--- src/rtl/pgm_pkg.sv ---
package pgm_pkg;

    localparam int PGM_DATA_W = 14;
    localparam int PGM_CMD_W  = 6;
    localparam int PGM_ADDR_W = 14;

    localparam logic [PGM_CMD_W-1:0] OP_LOAD_CFG  = 6'b000000;
    localparam logic [PGM_CMD_W-1:0] OP_LOAD_DATA = 6'b000010;
    localparam logic [PGM_CMD_W-1:0] OP_READ_DATA = 6'b000100;
    localparam logic [PGM_CMD_W-1:0] OP_INC_ADDR  = 6'b000110;

    typedef enum logic [1:0] {
        PS_CMD  = 2'd0,
        PS_LOAD = 2'd1,
        PS_READ = 2'd2
    } pgm_state_e;

    typedef struct packed {
        logic cfg;
        logic load;
        logic read;
        logic inc;
    } op_dec_t;

    function automatic op_dec_t decode_op(input logic [PGM_CMD_W-1:0] code);
        op_dec_t d;
        d.cfg  = (code == OP_LOAD_CFG);
        d.load = (code == OP_LOAD_DATA) || (code == OP_LOAD_CFG);
        d.read = (code == OP_READ_DATA);
        d.inc  = (code == OP_INC_ADDR);
        return d;
    endfunction

endpackage

--- src/rtl/pgm_pin_sync.sv ---
module pgm_pin_sync (
    input  logic clk,
    input  logic rst,
    input  logic vpp_high,
    input  logic sclk,
    input  logic sdat_in,
    output logic sclk_fall,
    output logic sdat_s,
    output logic vpp_rise,
    output logic pins_low
);
    logic sclk_q1;
    logic sclk_q2;
    logic sdat_q1;
    logic vpp_q;

    always_ff @(posedge clk) begin
        if (rst) begin
            sclk_q1 <= 1'b0;
            sclk_q2 <= 1'b0;
            sdat_q1 <= 1'b0;
            vpp_q   <= vpp_high;
        end else begin
            sclk_q1 <= sclk;
            sclk_q2 <= sclk_q1;
            sdat_q1 <= sdat_in;
            vpp_q   <= vpp_high;
        end
    end

    assign sclk_fall = sclk_q2 & ~sclk_q1;
    assign sdat_s    = sdat_q1;
    assign vpp_rise  = vpp_high & ~vpp_q;
    assign pins_low  = ~sclk & ~sdat_in;

endmodule

--- src/rtl/pgm_id_store.sv ---
module pgm_id_store #(
    parameter int ID_COUNT = 4,
    parameter int ID_W     = 7,
    parameter int DATA_W   = 14,
    localparam int IDX_W   = (ID_COUNT > 1) ? $clog2(ID_COUNT) : 1
) (
    input  logic              clk,
    input  logic              rst,
    input  logic              wr_en,
    input  logic [IDX_W-1:0]  idx,
    input  logic [DATA_W-1:0] wr_word,
    output logic [DATA_W-1:0] rd_word
);
    logic [ID_W-1:0] words [ID_COUNT];

    for (genvar g = 0; g < ID_COUNT; g++) begin : g_word
        always_ff @(posedge clk) begin
            if (rst) begin
                words[g] <= '0;
            end else if (wr_en && (int'(idx) == g)) begin
                words[g] <= wr_word[ID_W-1:0];
            end
        end
    end

    always_comb begin
        rd_word = '0;
        for (int i = 0; i < ID_COUNT; i++) begin
            if (int'(idx) == i) begin
                rd_word[ID_W-1:0] = words[i];
            end
        end
    end

endmodule

--- src/rtl/pgm_serial_port.sv ---
module pgm_serial_port
    import pgm_pkg::*;
#(
    parameter int DATA_W   = PGM_DATA_W,
    parameter int CMD_W    = PGM_CMD_W,
    parameter int ADDR_W   = PGM_ADDR_W,
    parameter int MEM_AW   = 11,
    parameter int ID_COUNT = 4,
    parameter int ID_W     = 7,
    parameter logic [ADDR_W-1:0] ID_BASE = 14'h2000,
    localparam int FRAME_W = DATA_W + 2,
    localparam int CNT_W   = $clog2(FRAME_W) + 1,
    localparam int IDX_W   = (ID_COUNT > 1) ? $clog2(ID_COUNT) : 1
) (
    input  logic              clk,
    input  logic              rst,
    input  logic              vpp_high,
    input  logic              sclk,
    input  logic              sdat_in,
    output logic              sdat_out,
    output logic              sdat_oe,
    output logic              prog_mode,
    output logic [MEM_AW-1:0] mem_addr,
    output logic [DATA_W-1:0] mem_wdata,
    output logic              mem_we,
    input  logic [DATA_W-1:0] mem_rdata
);
    localparam logic [CNT_W-1:0] CMD_LAST   = CNT_W'(CMD_W - 1);
    localparam logic [CNT_W-1:0] FRAME_LAST = CNT_W'(FRAME_W - 1);

    logic sclk_fall;
    logic sdat_s;
    logic vpp_rise;
    logic pins_low;

    pgm_pin_sync u_sync (
        .clk      (clk),
        .rst      (rst),
        .vpp_high (vpp_high),
        .sclk     (sclk),
        .sdat_in  (sdat_in),
        .sclk_fall(sclk_fall),
        .sdat_s   (sdat_s),
        .vpp_rise (vpp_rise),
        .pins_low (pins_low)
    );

    pgm_state_e         state;
    logic [CNT_W-1:0]   bit_cnt;
    logic [FRAME_W-1:0] shreg;
    logic [ADDR_W-1:0]  addr;

    logic               in_mem;
    logic               in_id;
    logic [ADDR_W-1:0]  id_off;
    logic [DATA_W-1:0]  id_rd;
    logic [DATA_W-1:0]  cur_word;
    logic [CMD_W-1:0]   cmd_full;
    op_dec_t            op;
    logic [DATA_W-1:0]  load_word;
    logic               load_done;
    logic               id_wr;

    assign in_mem    = (addr < ADDR_W'(2 ** MEM_AW));
    assign id_off    = addr - ID_BASE;
    assign in_id     = (addr >= ID_BASE) && (id_off < ADDR_W'(ID_COUNT));
    assign cmd_full  = {sdat_s, shreg[FRAME_W-1 -: CMD_W-1]};
    assign op        = decode_op(cmd_full);
    assign load_word = shreg[FRAME_W-1:2];
    assign load_done = prog_mode && vpp_high && sclk_fall
                       && (state == PS_LOAD) && (bit_cnt == FRAME_LAST);
    assign id_wr     = load_done && in_id;
    assign mem_addr  = addr[MEM_AW-1:0];

    pgm_id_store #(
        .ID_COUNT(ID_COUNT),
        .ID_W    (ID_W),
        .DATA_W  (DATA_W)
    ) u_ids (
        .clk    (clk),
        .rst    (rst),
        .wr_en  (id_wr),
        .idx    (id_off[IDX_W-1:0]),
        .wr_word(load_word),
        .rd_word(id_rd)
    );

    always_comb begin
        if (in_mem)     cur_word = mem_rdata;
        else if (in_id) cur_word = id_rd;
        else            cur_word = '0;
    end

    always_ff @(posedge clk) begin
        if (rst) begin
            prog_mode <= 1'b0;
            state     <= PS_CMD;
            bit_cnt   <= '0;
            shreg     <= '0;
            addr      <= '0;
            sdat_oe   <= 1'b0;
            mem_we    <= 1'b0;
            mem_wdata <= '0;
        end else begin
            mem_we <= 1'b0;
            if (!vpp_high) begin
                prog_mode <= 1'b0;
                state     <= PS_CMD;
                bit_cnt   <= '0;
                sdat_oe   <= 1'b0;
            end else if (vpp_rise && pins_low) begin
                prog_mode <= 1'b1;
                state     <= PS_CMD;
                bit_cnt   <= '0;
                shreg     <= '0;
                addr      <= '0;
                sdat_oe   <= 1'b0;
            end else if (prog_mode && sclk_fall) begin
                unique case (state)
                    PS_CMD: begin
                        shreg <= {sdat_s, shreg[FRAME_W-1:1]};
                        if (bit_cnt == CMD_LAST) begin
                            bit_cnt <= '0;
                            if (op.load) begin
                                state <= PS_LOAD;
                                if (op.cfg) addr <= ID_BASE;
                            end else if (op.read) begin
                                state   <= PS_READ;
                                shreg   <= {1'b0, cur_word, 1'b0};
                                sdat_oe <= 1'b1;
                            end else if (op.inc) begin
                                addr <= addr + 1'b1;
                            end
                        end else begin
                            bit_cnt <= bit_cnt + 1'b1;
                        end
                    end
                    PS_LOAD: begin
                        shreg <= {sdat_s, shreg[FRAME_W-1:1]};
                        if (bit_cnt == FRAME_LAST) begin
                            bit_cnt <= '0;
                            state   <= PS_CMD;
                            if (in_mem) begin
                                mem_we    <= 1'b1;
                                mem_wdata <= load_word;
                            end
                        end else begin
                            bit_cnt <= bit_cnt + 1'b1;
                        end
                    end
                    PS_READ: begin
                        shreg <= {1'b0, shreg[FRAME_W-1:1]};
                        if (bit_cnt == FRAME_LAST) begin
                            bit_cnt <= '0;
                            state   <= PS_CMD;
                            sdat_oe <= 1'b0;
                        end else begin
                            bit_cnt <= bit_cnt + 1'b1;
                        end
                    end
                    default: state <= PS_CMD;
                endcase
            end
        end
    end

    assign sdat_out = sdat_oe & shreg[0];

endmodule

--- config.mk ---
export PLATFORM = sky130hd
export DESIGN_NAME = pgm_serial_port
export DESIGN_NICKNAME = d
export VERILOG_FILES = /design/src/rtl/pgm_pkg.sv /design/src/rtl/pgm_pin_sync.sv /design/src/rtl/pgm_id_store.sv /design/src/rtl/pgm_serial_port.sv
export SDC_FILE = /design/constraint.sdc
export NUM_CORES = 1
export LEC_CHECK = 0
export BUFFER_PORTS_ARGS = -buffer_cell sky130_fd_sc_hd__buf_2
export CAP_MARGIN = 10
export CORE_UTILIZATION = 63
export CTS_BUF_LIST = sky130_fd_sc_hd__clkbuf_16
export DETAILED_ROUTE_END_ITERATION = 16
export GPL_TIMING_DRIVEN = 1
export PLACE_DENSITY = 0.85
export SYNTH_ARGS = -nofsm -noshare
export SYNTH_HDL_FRONTEND = slang
export SYNTH_SLANG_ARGS = --single-unit
--- constraint.sdc ---
create_clock -name clk -period 6.3 [get_ports clk]
set_input_delay 1.26 -clock clk [delete_from_list [all_inputs] [get_ports clk]]
set_output_delay 1.26 -clock clk [all_outputs]
set_load 0.03 [all_outputs]
==> reports/metrics.cfg <==
[setup_path]
end_kind=flop
worst-setup-path-type=in -> reg
cp_max_fo=15
cp_cell_sequence=buf_2 > nand4b_1 > or4_4 > o21a_1 > or4_1 > a21oi_1
cpPeakStageDelay_ns=0.57
cp_data_arrival_time_ns=3.15
critPathLaunchType=primary input
critPathSlowestCell=or4_1
required_ns=6.57

[detailed_routing]
vias=3626
drtIter0Drc=228
ant_nets=0
drt-vias-per-instance=6.13
drc=0
finalWirelength_mm=9.40
dr.pass1.iters=5
wl_per_cell_um=15.9

[timing]
max_freq_mhz=346
tns_ns=0
worst_slack_ns=3.41
worstMarginPinSlew_ns=1.02
slew_violations=0
finalClockSkew_ns=0.00831
hold_viol_final=0
finalCritPeriodShare=0.458
relSlewSlack=0.310
setup_viol=0
final.min_clock_period_ns=2.89
rsz0062_at_grt=no

[power_and_ir_drop]
p_seq_frac=0.513
p_leak_nw=1.68
switching_share=0.222
p_per_area_nw_per_um2=246
power_mw=1.14
ir_worst_vdd_uv=170
p_sw_mw=0.253
pwr-share-clk=0.461
internal_power_mw=0.887
combPwrFrac=0.026

[synth]
syn-instance-count=481
synthArstFlopShare=0
ys_seq_area_frac=0.482
ys.flop_type=dfxtp_1
synth.cell_area_um2=4160
synth_edf_count=28
synth.avg_cell_area_um2=8.64
yosys.cell_types.count=53
ys_seq_elements=86
syn-num-nets=512
yosys_warnings=0

[hold_path]
hold_class=reg -> reg

[die]
dieHeight_um=83.2
num_rows=29
coreArea_um2=6350
dieArea_um2=6920
die_x_um=83.2
start_util=0.654
num_io_pins=48

[finish]
final_nets=541
final_util=0.729
area_delta_synth_final_pct=11.5
fillers=467
drive_gt1_frac=0.142
antenna_cells=0

[clocking]
postCtsSetupRepairBufs=0
cts-htree-levels=3
clock-root-buffer=clkbuf_16
clock_path_buffers=2
ctsResizeCount=0
tritoncts=built
clk_latency_ns=0.34
numClockSinks=86
path_clk_slew_ns=0.07
numCtsBuffers=9
cts_hold_repair.buffers=0

[place]
io_buffers=47
hpwl_mm=6.38
place_congestion=0.836
post-place-ws_ns=3.08

[global_routing]
grt_pass1_wl_mm=15.6
grt_max_degree=26
grt_pass1_vias=3383
antenna_found_initial=0
grt_overflow=0
grt_usage=0.281

[status]
status=complete, no violations

[run]
max_cap_violations=0

-- worst max-delay path: cells and delay by family --
kind | cells | cell delay, ns
AOI/OAI and AO/OA | 2 | 0.52
buffers and inverters | 1 | 0.13
and+or+nand+nor | 3 | 1.25
-- sequential cells by signal, indices dropped and copies added (netlist names) --
register        count
u_sync.sclk_q2      1
mem_we              1
state               2
shreg              16
sdat_oe             1
u_ids.words        28
addr               14
bit_cnt             5
mem_wdata          14
u_sync.vpp_q        1
u_sync.sdat_s       1
prog_mode           1
u_sync.sclk_q1      1
-- layout by cell type, fill, tap and decap left out, drive strengths merged, types with 10 or more instances in the layout --
master,instances
a21oi,44
buf,50
clkbuf,10
dfxtp,58
edfxtp,28
ha,12
inv,24
nand2,85
nor2,52
o21ai,28
-- routing by layer --
layer,global-route usage,vias up,part of all wire
li1,-,1748,-
met1,0.370,1706,0.43
met2,0.454,149,0.47
met3,0.0457,23,0.067
met4,0.130,0,0.024
met5,0,-,0
-- worst paths after layout --
kind | from | end | slack, ns | cells past startpoint
worst min register to register | mem_wdata[9] | mem_wdata[9] | 0.45 | 2
worst max register to register | shreg[15] | addr[9] | 3.63 | 5
worst max-delay path | vpp_high | addr[9] | 3.41 | 6
worst min-delay path | mem_wdata[9] | mem_wdata[9] | 0.45 | 2
-- power groups by stage --
stage / sequential, mW / combinational (mW) / clock, mW
floorplan: 0.596 / 0.0177 / 0
global placement: 0.597 / 0.0285 / 0
detailed placement: 0.597 / 0.0291 / 0
CTS: 0.585 / 0.0293 / 0.528
global route: 0.585 / 0.0325 / 0.552
finish: 0.585 / 0.0296 / 0.525
-- synth_stat cells, types with 2 or more instances --
| cell type | count | area (um^2) |
|---|---|---|
| a211oi_1 | 4 | 30.0 |
| a21oi_1 | 44 | 220 |
| a31oi_1 | 8 | 50.1 |
| a32oi_1 | 2 | 17.5 |
| and2_1 | 4 | 25.0 |
| and3_1 | 5 | 31.3 |
| and4_1 | 2 | 17.5 |
| buf_4 | 11 | 82.6 |
| buf_6 | 2 | 22.5 |
| clkbuf_1 | 19 | 71.3 |
| dfxtp_1 | 58 | 1160 |
| edfxtp_1 | 28 | 841 |
| ha_1 | 12 | 150 |
| inv_1 | 21 | 78.8 |
| nand2_1 | 85 | 319 |
| nand2b_1 | 9 | 56.3 |
| nand3_1 | 9 | 45.0 |
| nand4_1 | 2 | 12.5 |
| nor2_1 | 52 | 195 |
| nor2b_1 | 5 | 31.3 |
| nor3_1 | 7 | 35.0 |
| nor3b_1 | 3 | 22.5 |
| nor4_1 | 4 | 25.0 |
| nor4b_1 | 2 | 17.5 |
| o211ai_1 | 6 | 45.0 |
| o21a_1 | 2 | 15.0 |
| o21ai_0 | 28 | 140 |
| o221ai_1 | 7 | 61.3 |
| o311ai_0 | 2 | 17.5 |
| o31ai_1 | 2 | 15.0 |
| or3_1 | 7 | 43.8 |
| or4_1 | 5 | 37.5 |
| or4_4 | 2 | 22.5 |
| xor2_1 | 3 | 26.3 |
-- final cells by class --
type                            count  area [um^2]  area share
Tap cell                           77         96.3      0.0208
Clock buffer                       10          250      0.0540
Inverter                           21         78.8      0.0170
Multi-Input combinational cell    342         1900       0.410
Sequential cell                    86         2000       0.432
Timing Repair Buffer               50          258      0.0556
Clock inverter                      6         48.8      0.0105
-- kinds of logic (layout without fill, tap and decap cells) --
logic type,count (synthesis),after routing,share of synthesized area
xor gates and xnor gates,4,4,0.00843
adders and majority gates,12,12,0.0361
and+or+nand+nor,210,210,0.240
buffers and inverters,53,87,0.0614
DFF,86,86,0.482
AOI/OAI and AO/OA,116,116,0.173
-- through the flow --
stage	area [um^2]	hold slack (ns)	cells
after detailed placement	4330	0.444	576
after floorplan	4160	0.425	481
final	4630	0.453	592
after global routing	4630	0.472	592
after CTS	4630	0.454	592
after global placement	4330	0.443	576
Note: power is estimated with default switching activity, not from simulation.
